`config.mk`:
```
export PLATFORM = sky130hd
export DESIGN_NAME = sc_char_if
export DESIGN_NICKNAME = d
export VERILOG_FILES = /design/src/rtl/sc_pkg.sv /design/src/rtl/sc_contact_seq.sv /design/src/rtl/sc_char_engine.sv /design/src/rtl/sc_char_if.sv
export SDC_FILE = /design/constraint.sdc
export NUM_CORES = 1
export LEC_CHECK = 0
export ABC_CLOCK_PERIOD_IN_PS = 3250
export BUFFER_PORTS_ARGS = -buffer_cell sky130_fd_sc_hd__buf_4
export CORE_MARGIN = 10
export CORE_UTILIZATION = 58
export DETAILED_ROUTE_END_ITERATION = 6
export PLACE_DENSITY_LB_ADDON = 0.2
export SLEW_MARGIN = 5
export SYNTH_ARGS = -nofsm -noshare
export SYNTH_HDL_FRONTEND = slang
export SYNTH_HIERARCHICAL = 1
export SYNTH_SLANG_ARGS = --single-unit
```
`constraint.sdc`:
```
create_clock -name clk -period 3.25 [get_ports clk]
set_input_delay 0.8125 -clock clk [delete_from_list [all_inputs] [get_ports clk]]
set_output_delay 0.8125 -clock clk [all_outputs]
set_load 0.005 [all_outputs]
```
`src/rtl/sc_pkg.sv`:
```
package sc_pkg;

    typedef enum logic [2:0] {
        SQ_OFF, SQ_GND, SQ_VCC, SQ_CLK, SQ_ACTIVE, SQ_RSTLO, SQ_CLKOFF, SQ_VCCOFF
    } seq_state_e;

    typedef enum logic [2:0] {
        CH_IDLE, CH_TX_BITS, CH_TX_GUARD, CH_TX_BACKOFF, CH_RX_BITS, CH_RX_NAK, CH_RX_GUARD
    } chr_state_e;

    // Half-ETU marks counted from the start edge (the mark ends that half ETU)
    localparam logic [4:0] HM_START_CHK = 5'd0;
    localparam logic [4:0] HM_TX_LAST   = 5'd19;
    localparam logic [4:0] HM_DECIDE    = 5'd20;
    localparam logic [4:0] HM_ERR_SENSE = 5'd21;
    localparam logic [4:0] HM_NAK_END   = 5'd22;
    localparam logic [4:0] HM_GUARD_END = 5'd23;
    localparam logic [4:0] HM_RETRY     = 5'd25;

endpackage

```
`src/rtl/sc_contact_seq.sv`:
```
module sc_contact_seq
    import sc_pkg::*;
#(
    parameter int STEP_CLKS     = 4,
    parameter int RST_HOLD_CLKS = 20
) (
    input  logic clk,
    input  logic rst_n,
    input  logic up_req,
    input  logic down_req,
    output logic gnd_on,
    output logic vcc_on,
    output logic clk_on,
    output logic rst_card_n,
    output logic ready
);
    localparam int MAXW = (STEP_CLKS > RST_HOLD_CLKS) ? STEP_CLKS : RST_HOLD_CLKS;
    localparam int WW   = $clog2(MAXW + 1);
    localparam logic [WW-1:0] STEP_LAST = WW'(STEP_CLKS - 1);
    localparam logic [WW-1:0] HOLD_LAST = WW'(RST_HOLD_CLKS - 1);

    seq_state_e st, st_nxt;
    logic [WW-1:0] wcnt;
    logic          gap_end;

    always_comb begin
        unique case (st)
            SQ_CLK:  gap_end = (wcnt == HOLD_LAST);
            default: gap_end = (wcnt == STEP_LAST);
        endcase
    end

    always_comb begin
        st_nxt = st;
        unique case (st)
            SQ_OFF:     if (up_req)   st_nxt = SQ_GND;
            SQ_GND:     if (gap_end)  st_nxt = SQ_VCC;
            SQ_VCC:     if (gap_end)  st_nxt = SQ_CLK;
            SQ_CLK:     if (gap_end)  st_nxt = SQ_ACTIVE;
            SQ_ACTIVE:  if (down_req) st_nxt = SQ_RSTLO;
            SQ_RSTLO:   if (gap_end)  st_nxt = SQ_CLKOFF;
            SQ_CLKOFF:  if (gap_end)  st_nxt = SQ_VCCOFF;
            SQ_VCCOFF:  if (gap_end)  st_nxt = SQ_OFF;
            default:                  st_nxt = SQ_OFF;
        endcase
    end

    always_ff @(posedge clk or negedge rst_n) begin
        if (!rst_n) st <= SQ_OFF;
        else        st <= st_nxt;
    end

    always_ff @(posedge clk or negedge rst_n) begin
        if (!rst_n)              wcnt <= '0;
        else if (st_nxt != st)   wcnt <= '0;
        else if (!gap_end)       wcnt <= wcnt + 1'b1;
    end

    always_comb begin
        gnd_on     = 1'b0;
        vcc_on     = 1'b0;
        clk_on     = 1'b0;
        rst_card_n = 1'b0;
        unique case (st)
            SQ_OFF: ;
            SQ_GND, SQ_VCCOFF: gnd_on = 1'b1;
            SQ_VCC, SQ_CLKOFF: begin gnd_on = 1'b1; vcc_on = 1'b1; end
            SQ_CLK, SQ_RSTLO:  begin gnd_on = 1'b1; vcc_on = 1'b1; clk_on = 1'b1; end
            SQ_ACTIVE: begin
                gnd_on = 1'b1; vcc_on = 1'b1; clk_on = 1'b1; rst_card_n = 1'b1;
            end
            default: ;
        endcase
        ready = (st == SQ_ACTIVE);
    end

endmodule

```
`src/rtl/sc_char_engine.sv`:
```
module sc_char_engine
    import sc_pkg::*;
#(
    parameter int ETU_CLKS = 16,
    parameter int RETRY_W  = 3
) (
    input  logic               clk,
    input  logic               rst_n,
    input  logic               en,
    input  logic               t1_mode,
    input  logic [RETRY_W-1:0] retry_max,
    input  logic               wr_en,
    input  logic [7:0]         wr_data,
    input  logic               io_in,
    output logic               io_drive_low,
    output logic               busy,
    output logic               rx_valid,
    output logic [7:0]         rx_data,
    output logic               rx_par_err,
    output logic               rx_err,
    output logic               tx_done,
    output logic               tx_fail,
    output logic               tx_giveup
);
    localparam int HALF = ETU_CLKS / 2;
    localparam int CW   = (HALF > 1) ? $clog2(HALF) : 1;
    localparam logic [CW-1:0] HALF_LAST = CW'(HALF - 1);

    chr_state_e st, st_nxt;
    logic [CW-1:0]      cyc;
    logic [4:0]         hcnt;
    logic               ht;
    logic               io_q, io_q2, fall;
    logic [9:0]         tx_frame;
    logic [8:0]         rx_sh;
    logic [RETRY_W-1:0] retries;
    logic               card_nak, retry_ok, rx_bad, restart;

    assign ht       = (cyc == HALF_LAST);
    assign fall     = io_q2 && !io_q;
    assign card_nak = (st == CH_TX_GUARD) && ht && (hcnt == HM_ERR_SENSE) && !t1_mode && !io_q;
    assign retry_ok = (retries < retry_max);
    assign rx_bad   = ^rx_sh;

    always_comb begin
        st_nxt = st;
        unique case (st)
            CH_IDLE:
                if (fall)       st_nxt = CH_RX_BITS;
                else if (wr_en) st_nxt = CH_TX_BITS;
            CH_TX_BITS:
                if (ht && hcnt == HM_TX_LAST) st_nxt = CH_TX_GUARD;
            CH_TX_GUARD:
                if (card_nak)                        st_nxt = retry_ok ? CH_TX_BACKOFF : CH_IDLE;
                else if (ht && hcnt == HM_GUARD_END) st_nxt = CH_IDLE;
            CH_TX_BACKOFF:
                if (ht && hcnt == HM_RETRY) st_nxt = CH_TX_BITS;
            CH_RX_BITS:
                if (ht && hcnt == HM_START_CHK && io_q) st_nxt = CH_IDLE;
                else if (ht && hcnt == HM_DECIDE)
                    st_nxt = (rx_bad && !t1_mode) ? CH_RX_NAK : CH_RX_GUARD;
            CH_RX_NAK:
                if (ht && hcnt == HM_NAK_END) st_nxt = CH_RX_GUARD;
            CH_RX_GUARD:
                if (ht && hcnt == HM_GUARD_END) st_nxt = CH_IDLE;
            default: st_nxt = CH_IDLE;
        endcase
        if (!en) st_nxt = CH_IDLE;
    end

    always_ff @(posedge clk or negedge rst_n) begin
        if (!rst_n) st <= CH_IDLE;
        else        st <= st_nxt;
    end

    assign restart = en && (((st == CH_IDLE) && (st_nxt != CH_IDLE)) ||
                            ((st == CH_TX_BACKOFF) && (st_nxt == CH_TX_BITS)));

    always_ff @(posedge clk or negedge rst_n) begin
        if (!rst_n) begin
            io_q <= 1'b1; io_q2 <= 1'b1;
            cyc <= '0; hcnt <= '0;
            tx_frame <= '1; rx_sh <= '0; retries <= '0;
            rx_valid <= 1'b0; rx_data <= '0; rx_par_err <= 1'b0; rx_err <= 1'b0;
            tx_done <= 1'b0; tx_fail <= 1'b0; tx_giveup <= 1'b0;
        end else begin
            io_q  <= io_in;
            io_q2 <= io_q;
            rx_valid <= 1'b0; rx_err <= 1'b0; tx_done <= 1'b0; tx_fail <= 1'b0;
            if (restart) begin
                cyc <= '0; hcnt <= '0;
            end else if (ht) begin
                cyc <= '0; hcnt <= hcnt + 1'b1;
            end else begin
                cyc <= cyc + 1'b1;
            end
            if (st == CH_IDLE && st_nxt == CH_TX_BITS) begin
                tx_frame  <= {^wr_data, wr_data, 1'b0};
                retries   <= '0;
                tx_giveup <= 1'b0;
            end
            if (card_nak && en) begin
                if (retry_ok) retries <= retries + 1'b1;
                else begin
                    tx_fail   <= 1'b1;
                    tx_giveup <= 1'b1;
                end
            end
            if (en && st == CH_TX_GUARD && !card_nak && ht && hcnt == HM_GUARD_END)
                tx_done <= 1'b1;
            if (st == CH_RX_BITS && ht && hcnt[0] == 1'b0 && hcnt != HM_START_CHK &&
                hcnt < HM_DECIDE)
                rx_sh <= {io_q, rx_sh[8:1]};
            if (en && st == CH_RX_BITS && ht && hcnt == HM_DECIDE) begin
                if (rx_bad && !t1_mode) rx_err <= 1'b1;
                else begin
                    rx_valid   <= 1'b1;
                    rx_data    <= rx_sh[7:0];
                    rx_par_err <= rx_bad;
                end
            end
        end
    end

    always_comb begin
        io_drive_low = 1'b0;
        unique case (st)
            CH_TX_BITS: io_drive_low = !tx_frame[hcnt[4:1]];
            CH_RX_NAK:  io_drive_low = 1'b1;
            default:    io_drive_low = 1'b0;
        endcase
        busy = (st != CH_IDLE);
    end

endmodule

```
`src/rtl/sc_char_if.sv`:
```
module sc_char_if
    import sc_pkg::*;
#(
    parameter int ETU_CLKS      = 16,
    parameter int STEP_CLKS     = 4,
    parameter int RST_HOLD_CLKS = 20,
    parameter int RETRY_W       = 3
) (
    input  logic               clk,
    input  logic               rst_n,
    input  logic               pwr_up_req,
    input  logic               pwr_down_req,
    input  logic               cfg_t1,
    input  logic [RETRY_W-1:0] cfg_retry_max,
    input  logic               wr_en,
    input  logic [7:0]         wr_data,
    input  logic               io_in,
    output logic               io_drive_low,
    output logic               card_gnd,
    output logic               card_vcc,
    output logic               card_clk_en,
    output logic               card_rst_n,
    output logic               card_ready,
    output logic               busy,
    output logic               rx_valid,
    output logic [7:0]         rx_data,
    output logic               rx_par_err,
    output logic               rx_err,
    output logic               tx_done,
    output logic               tx_fail,
    output logic               tx_giveup,
    output logic               irq
);

    sc_contact_seq #(
        .STEP_CLKS    (STEP_CLKS),
        .RST_HOLD_CLKS(RST_HOLD_CLKS)
    ) seq_i (
        .clk       (clk),
        .rst_n     (rst_n),
        .up_req    (pwr_up_req),
        .down_req  (pwr_down_req),
        .gnd_on    (card_gnd),
        .vcc_on    (card_vcc),
        .clk_on    (card_clk_en),
        .rst_card_n(card_rst_n),
        .ready     (card_ready)
    );

    sc_char_engine #(
        .ETU_CLKS(ETU_CLKS),
        .RETRY_W (RETRY_W)
    ) eng_i (
        .clk         (clk),
        .rst_n       (rst_n),
        .en          (card_ready),
        .t1_mode     (cfg_t1),
        .retry_max   (cfg_retry_max),
        .wr_en       (wr_en),
        .wr_data     (wr_data),
        .io_in       (io_in),
        .io_drive_low(io_drive_low),
        .busy        (busy),
        .rx_valid    (rx_valid),
        .rx_data     (rx_data),
        .rx_par_err  (rx_par_err),
        .rx_err      (rx_err),
        .tx_done     (tx_done),
        .tx_fail     (tx_fail),
        .tx_giveup   (tx_giveup)
    );

    assign irq = rx_valid | rx_err | tx_done | tx_fail;

endmodule

```
* Word-level counts from Yosys, hierarchy flattened
Index checks and enable logic that the tools add are counted.
Widths: inputs -> output; s select.
** Storage, ports and cells
- Flip-flop bits (word level) :: 57
- Output and inout bits :: 22
** Cells by class
- Bitwise operators :: 5
- Eq/ne operators :: 25
- Reduce and logical (&&, ||, !) cells :: 47
- Order comparisons :: 3
- Add/subtract/negate cells :: 4
- Muxes and demuxes :: 49
** Operators by type and width (number)
- $mux 3 :: 23
- $eq 5x5->1 const B :: 7
- $logic_and 1x1->1 :: 29
- $eq 3x3->1 const B :: 8
- $pmux 3 s8 :: 1
- $pmux 3 s7 :: 1
- $mux 5 :: 4
- $mux 1 :: 16
- $eq 3x2->1 const B :: 4
- $add 5x1->5 const B :: 2
- $eq 3x1->1 const B :: 3
- $reduce_xor 9->1 :: 1
- $reduce_xor 8->1 :: 1
- $reduce_or 7->1 :: 1
- $add 3x1->3 const B :: 2
- $logic_not 3->1 :: 2
- $reduce_bool 3->1 :: 2
- $eq 5x2->1 const B :: 1
- $logic_not 5->1 :: 1
- $lt 4x5->1 const B :: 1
- $lt 5x5->1 const B :: 1
- $reduce_bool 5->1 :: 1
- $reduce_or 5->1 :: 1
- $bmux 1 s4 :: 1
- 12 further kinds :: 19

* Depth between registers and ports, before layout
Gate-level depths: netlist of run 1.
- Word-level depth :: 13
- Mapped depth :: 10
- Gate-level depth less buffers :: 8

* Modules after synthesis
The synthesis of run 1 kept the hierarchy.
** Modules (own cells, without submodules)
- sc_char_engine :: area an instance 2585.0 µm², cells an instance 218, sequential area each 1241.2 µm², times used 1
- sc_contact_seq :: area an instance 543.0 µm², cells an instance 54, sequential area each 200.2 µm², times used 1
- sc_char_if :: area an instance 7.5 µm², cells an instance 1, sequential area each 0.0 µm², times used 1

* Worst setup path after synthesis of run 1
Ideal clock, no wire load.
- Path type :: input port to flip-flop
- Start :: in cfg_retry_max[2]
- End :: reg eng_i.tx_frame[2]
- Arrival :: 2.678 ns
- Slack :: 0.489 ns
- Library setup time :: 0.082 ns
- Buffers on the path :: 1
- Data required time :: 3.168 ns
- Stages :: 9
- Path through :: inv_1 ha_1 a21o_1 a31oi_1 a31o_4 nor2_4 nor4_4 buf_6 mux2_4
** On the way
- Longest elaborated chain between the ends :: 7
** Ends and longest elaborated chain
- start, declared :: line sc_char_if.sv:14 : input logic [RETRY_W-1:0] cfg_retry_max,
- $lt 3x3->1 :: line sc_char_engine.sv:42 : assign retry_ok = (retries < retry_max);
- $mux 2 :: line sc_char_engine.sv:54 : if (card_nak) st_nxt = retry_ok ? CH_TX_BACKOFF : CH_IDLE;
- $mux 3 :: line sc_char_engine.sv:54
- $pmux 3 s7 :: line sc_char_engine.sv:47 : unique case (st)
- $mux 3 :: line sc_char_engine.sv:68 : if (!en) st_nxt = CH_IDLE;
- $eq 3x1->1 :: line sc_char_engine.sv:97 : if (st == CH_IDLE && st_nxt == CH_TX_BITS) begin
- $logic_and 1x1->1 :: line sc_char_engine.sv:97
- end signal, assigned :: line sc_char_engine.sv:98 : tx_frame <= {^wr_data, wr_data, 1'b0};
- end, declared :: line sc_char_engine.sv:34 : logic [9:0] tx_frame;
No other way between the ends.
A chain may end at the register's enable or synchronous reset.

* Worst setup path in the final report of run 1
- Start :: reg eng_i.hcnt[1]
- End :: out io_drive_low
** On the way
- Longest elaborated chain between the ends :: 4
** Ends and longest elaborated chain
- start, declared :: line sc_char_engine.sv:31 : logic [4:0] hcnt;
- start signal, assigned :: line sc_char_engine.sv:82 : cyc <= '0; hcnt <= '0;
- start signal, assigned :: line sc_char_engine.sv:91 : cyc <= '0; hcnt <= '0;
- start signal, assigned :: line sc_char_engine.sv:93 : cyc <= '0; hcnt <= hcnt + 1'b1;
- $bmux 1 s4 :: line sc_char_engine.sv:128 : CH_TX_BITS: io_drive_low = !tx_frame[hcnt[4:1]];
- $mux 1 (not written as such) :: line sc_char_engine.sv:128
- $logic_not 1->1 :: line sc_char_engine.sv:128
- $pmux 1 s2 :: line sc_char_engine.sv:127 : unique case (st)
- end, declared :: line sc_char_if.sv:18 : output logic io_drive_low,
No other way between the ends. The select of a mux whose other input is x is not followed.

==> metrics.txt, run 1 <==
status completed; CP endpoint kind output pin; filler instances 363; CTS clk-pin slew, worst paths 0.07 ns; Final Slew Violations 0; Worst Tran Pin Value 0.9852 ns; clock buffer depth 2; Clock Skews 0.006486 ns; cell count after synthesis 273; Final Util 70.92%; commonest non-fill, non-tap cells in the layout dfrtp_1, buf_4, mux2_2, nor2_1, nand2_1; postcts setup bufs 0; clk root buf clkbuf_8; post-synthesis sequential area ratio 45.97%; Die Ht 93.53 um; total global-route track usage 15.88%; Synth Register Bits 57; first-pass GRT wire length 11040 um; largest net degree at the start of global routing 58; gp weighted congestion 0.9513; detailed-route wire length per cell 16.95 um; Post-synth EDFFs 0; Hold Crit Class flip-flop to flip-flop; num ports 40; Data arrival, critical path 2.09 ns; Max Cap Viol 0; CTS tree done; chip width 93.53 um; HPWL after DPL 4791 um; pre-CTS setup slack 0.2816 ns; via count 2204; Main synth FF type dfrtp_1; Tot Pwr 0.002590 W; # H-tree levels 3; Via density 5.695; Final WS setup 0.3518 ns; Pwr per Cell Area 706.0 nW/um^2; asr flop ratio synth 100.0%; CP max FO 9; layout cells sized above 1 36.59%; post-route ant nets 0; mean cell area of the mapped netlist 11.49 sq um; critical path class flip-flop to output pin; most common cell after layout, fill and taps aside dfrtp_1; starting density of the core 60.62%; cts repair resizes 0; Rel. slew slack 34.25%; WP data required 2.44 ns; P&R area growth vs syn 17.00%; final global-route overflow total 0; Synth cell types 65; Final period util 89.17%; setup TNS 0 ns; syn nets 301; initial antenna violation count 0; port bufs 39; post-synthesis cell area 3136 sq um; later-pin clock latency in the skew report 0.33 ns; drt total wl 6558 um; crit path time final 2.898 ns; Pre-Repair DR Iteration Count 4; die area 8747 sq um; Peak VDD IR 0.5126 mV; Final Hold Vio Count 0; clk sink count 57; Final #Nets 340; unrepaired setup endpoints after global routing false; initial drt markers 129; Fmax achieved 345.0 MHz; n_diodes 0; vias in the first global route 2273; Worst setup SP type flip-flop; P_leak 1.723 nW; CTS buffer count 9; final count of negative-setup-slack endpoints 0; cell row count 26; Core ar. 5172 sq um; number of remaining DRC errors 0; WHS 0.3895 ns; Synth Warn # 6; CTS Hold Bufs 0
-- per-layer routing --
layer	vias up	part of all wire, %	GRT usage [%]
met5	-	0	0
met4	0	2.5	7.584
met3	14	4.6	4.476
met2	59	51	26.10
met1	1088	42	18.71
li1	1043	-	-
-- through the flow --
stage	instance area, sq um	std cells
global placement	3440	371
detailed placement	3440	371
finish	3669	387
global route	3669	387
CTS	3669	387
floorplan	3136	273
-- worst paths after layout --
path / startpoint / endpoint / slack, ns / cells after the start
worst max-delay path: eng_i/hcnt[1]$_DFFE_PN0P_ / io_drive_low / 0.35 / 5
worst min-delay path: eng_i/io_q$_DFF_PN1_ / eng_i/io_q2$_DFF_PN1_ / 0.39 / 0
worst max register to register: eng_i/cyc[0]$_DFF_PN0_ / eng_i/tx_frame[1]$_DFFE_PN1P_ / 0.52 / 9
worst min register to register: eng_i/io_q$_DFF_PN1_ / eng_i/io_q2$_DFF_PN1_ / 0.39 / 0
max in group asynchronous: rst_n / eng_i/rx_valid$_DFF_PN0_ / 2.24 / 1
min in group asynchronous: rst_n / eng_i/retries[2]$_DFF_PN0_ / 0.53 / 1
-- kinds of logic (layout without fill, tap and decap cells) --
| logic type | count (synthesis) | count (layout) | share of synthesized area [%] |
|---|---|---|---|
| buffers and inverters | 25 | 69 | 4.469 |
| muxes | 33 | 33 | 12.97 |
| xor gates and xnor gates | 24 | 24 | 7.622 |
| and+or+nand+nor | 83 | 83 | 15.68 |
| DFF | 57 | 57 | 45.97 |
| AOI/OAI and AO/OA | 41 | 41 | 9.298 |
| adders and majority gates | 10 | 10 | 3.990 |
-- flip-flops by register name (all words and copies together) (netlist names), 5 cells and up --
| name | flops |
|---|---|
| eng_i/tx_frame | 10 |
| eng_i/rx_data | 8 |
| eng_i/rx_sh | 9 |
| eng_i/hcnt | 5 |
| seq_i/wcnt | 5 |
-- layout make-up --
class | instances | area (sq um) | share of cell area (%)
clock buffers | 11 | 151.4 | 4.127
clock inverters | 5 | 77.57 | 2.115
inverters | 11 | 41.29 | 1.126
multi-input cells | 191 | 1554 | 42.36
flip-flops and latches | 57 | 1441 | 39.29
well taps | 70 | 87.58 | 2.387
repair buffers | 42 | 315.3 | 8.595
-- synth_stat cells, types with 3 or more instances --
cell type  number  area (sq um)
inv_1          11         41.29
nor3b_1         3         22.52
nand2b_1        8         50.05
o21ai_0         6         30.03
buf_2           4         20.02
dfrtp_1        45          1126
mux2_2         21         236.5
mux2_4          5         75.07
nor3_1          6         30.03
a31oi_1         3         18.77
xnor2_1        13         113.9
mux2i_1         5         50.05
buf_6           4         45.04
xor2_1          8         70.07
nand3_1         9         45.04
buf_4           3         22.52
ha_1           10         125.1
clkbuf_1        3         11.26
dfstp_2        12         315.3
nor2_1         16         60.06
nand2_1        14         52.55
a21oi_1        10         50.05
-- power breakdown --
part / total, W / internal (W) / switching (W)
Sequential: 0.00108 / 0.000900 / 0.000178
Combinational: 0.000766 / 0.000405 / 0.000362
Clock: 0.000746 / 0.000471 / 0.000275
Total: 0.00259 / 0.00178 / 0.000815
-- critical path, cell delays in order, from the launching register on --
cell and delay [ns]:
dfrtp_1 0.58, mux4_2 0.57, mux2i_1 0.15, o22ai_1 0.13, a21oi_1 0.19, buf_4 0.13
(Power assumes the default switching activity.)
==> run 2, diff against run 1 <==
==> constraint.sdc (replaced) <==
create_clock -name clk -period 3.25 [get_ports clk]
set_input_delay 0.8125 -clock clk [delete_from_list [all_inputs] [get_ports clk]]
set_output_delay 0.8125 -clock clk [all_outputs]
set_load 0.05 [all_outputs]
==> metrics.txt, run 2 (synthesis results as in run 1) <==
crit path time final 2.952 ns; Multi-input gate area 1554 sq um; Final Hold Vio Count 0; Post-Layout Cell Count 387; drt total wl 6405 um; WP data required 2.44 ns; Max Cap Viol 0; chip width 93.53 um; max reg flops 10; die area 8747 sq um; Fmax achieved 338.8 MHz; Register Area 1441 sq um; Final Slew Violations 0; Final #Nets 340; Peak VDD IR 0.5517 mV; num ports 40; largest net degree at the start of global routing 58; M1 GR Usage 18.44%; Inst Count DP 371; status completed; critical path class flip-flop to output pin; clk root buf clkbuf_8; unrepaired setup endpoints after global routing false; initial antenna violation count 0; commonest non-fill, non-tap cells in the layout dfrtp_1, buf_4, mux2_2, nor2_1, nand2_1; via count 2162; gp weighted congestion 0.9087; postcts setup bufs 0; CTS buffer count 9; layout cells sized above 1 36.59%; P_leak 1.713 nW; detailed-route wire length per cell 16.55 um; # H-tree levels 3; final global-route overflow total 0; port bufs 39; setup TNS 0 ns; most common cell after layout, fill and taps aside dfrtp_1; filler instances 358; CTS Hold Bufs 0; post-route ant nets 0; Worst setup SP type flip-flop; initial drt markers 115; CP endpoint kind output pin; CP Launch Point eng_i/hcnt[1]$_DFFE_PN0P_; P&R area growth vs syn 16.56%; Die Ht 93.53 um; later-pin clock latency in the skew report 0.32 ns; starting density of the core 60.62%; vias in the first global route 2262; Data arrival, critical path 2.14 ns; Via density 5.587; Crit Reg-Reg Startpoint eng_i/cyc[0]$_DFF_PN0_; Most flops, register eng_i/tx_frame; HPWL after DPL 4682 um; CTS clk-pin slew, worst paths 0.06 ns; Worst Tran Pin Value 0.8486 ns; HP Start eng_i/io_q$_DFF_PN1_; clock buffer depth 2; CTS tree done; Pre-Repair DR Iteration Count 4; first-pass GRT wire length 10790 um; Clock Skews 0.005086 ns; biggest regs eng_i/tx_frame (10), eng_i/rx_sh (9), eng_i/rx_data (8); cts repair resizes 0; Final period util 90.82%; Global Route met3 Usage 4.317%; total global-route track usage 15.49%; met2 Use GR 25.35%; final count of negative-setup-slack endpoints 0; Hold Crit Class flip-flop to flip-flop; Core ar. 5172 sq um; CP max FO 9; number of remaining DRC errors 0; GRT busiest layer met2; cell row count 26; Pwr per Cell Area 724.9 nW/um^2; clk sink count 57; Final Util 70.66%; Rel. slew slack 43.37%; n_diodes 0
run 2: critical path: stages (launching register included):
cell	delay (ns)
dfrtp_1	0.56
mux4_2	0.55
mux2i_1	0.16
o22ai_1	0.14
a21oi_1	0.18
buf_4	0.22
run 2: area by class of cell:
class | count | area share, %
Sequential cell | 57 | 39.44
Inverter | 11 | 1.130
Tap cell | 70 | 2.396
Clock buffer | 12 | 4.519
Clock inverter | 4 | 1.369
Timing Repair Buffer | 42 | 8.627
Multi-Input combinational cell | 191 | 42.52
run 2: power breakdown:
group / internal (W) / total, W / leakage [nW] / switching [W]
logic: 0.000408 / 0.000887 / 0.877 / 0.000480
clock network: 0.000415 / 0.000689 / 0.105 / 0.000274
registers: 0.000900 / 0.00107 / 0.732 / 0.000174
run 2: worst paths after layout:
kind	slack (ns)	to	cells past startpoint
worst max-delay path	0.30	io_drive_low	5
worst min-delay path	0.39	eng_i/io_q2$_DFF_PN1_	0
worst max register to register	0.49	eng_i/tx_frame[9]$_DFFE_PN1P_	9
worst min register to register	0.39	eng_i/io_q2$_DFF_PN1_	0
max in group asynchronous	2.24	eng_i/rx_par_err$_DFFE_PN0P_	1
min in group asynchronous	0.53	eng_i/retries[2]$_DFF_PN0_	1
run 2: per-layer routing:
layer / share of wire, % / vias up
met2: 51 / 48
met1: 43 / 1062
li1: - / 1040
met3: 4.3 / 12
met5: 0 / -
met4: 2.1 / 0
run 2: per-stage QoR:
stage	area [sq um]	power, W	hold WS (ns)	setup slack, ns
after floorplan	3136	0.001792	0.3676	0.2735
after global placement	3440	0.001944	0.3846	0.3454
after detailed placement	3440	0.001968	0.3841	0.2752
after CTS	3655	0.002675	0.3935	0.2752
after global routing	3655	0.002822	0.3991	0.1080
final	3655	0.002649	0.3936	0.2982
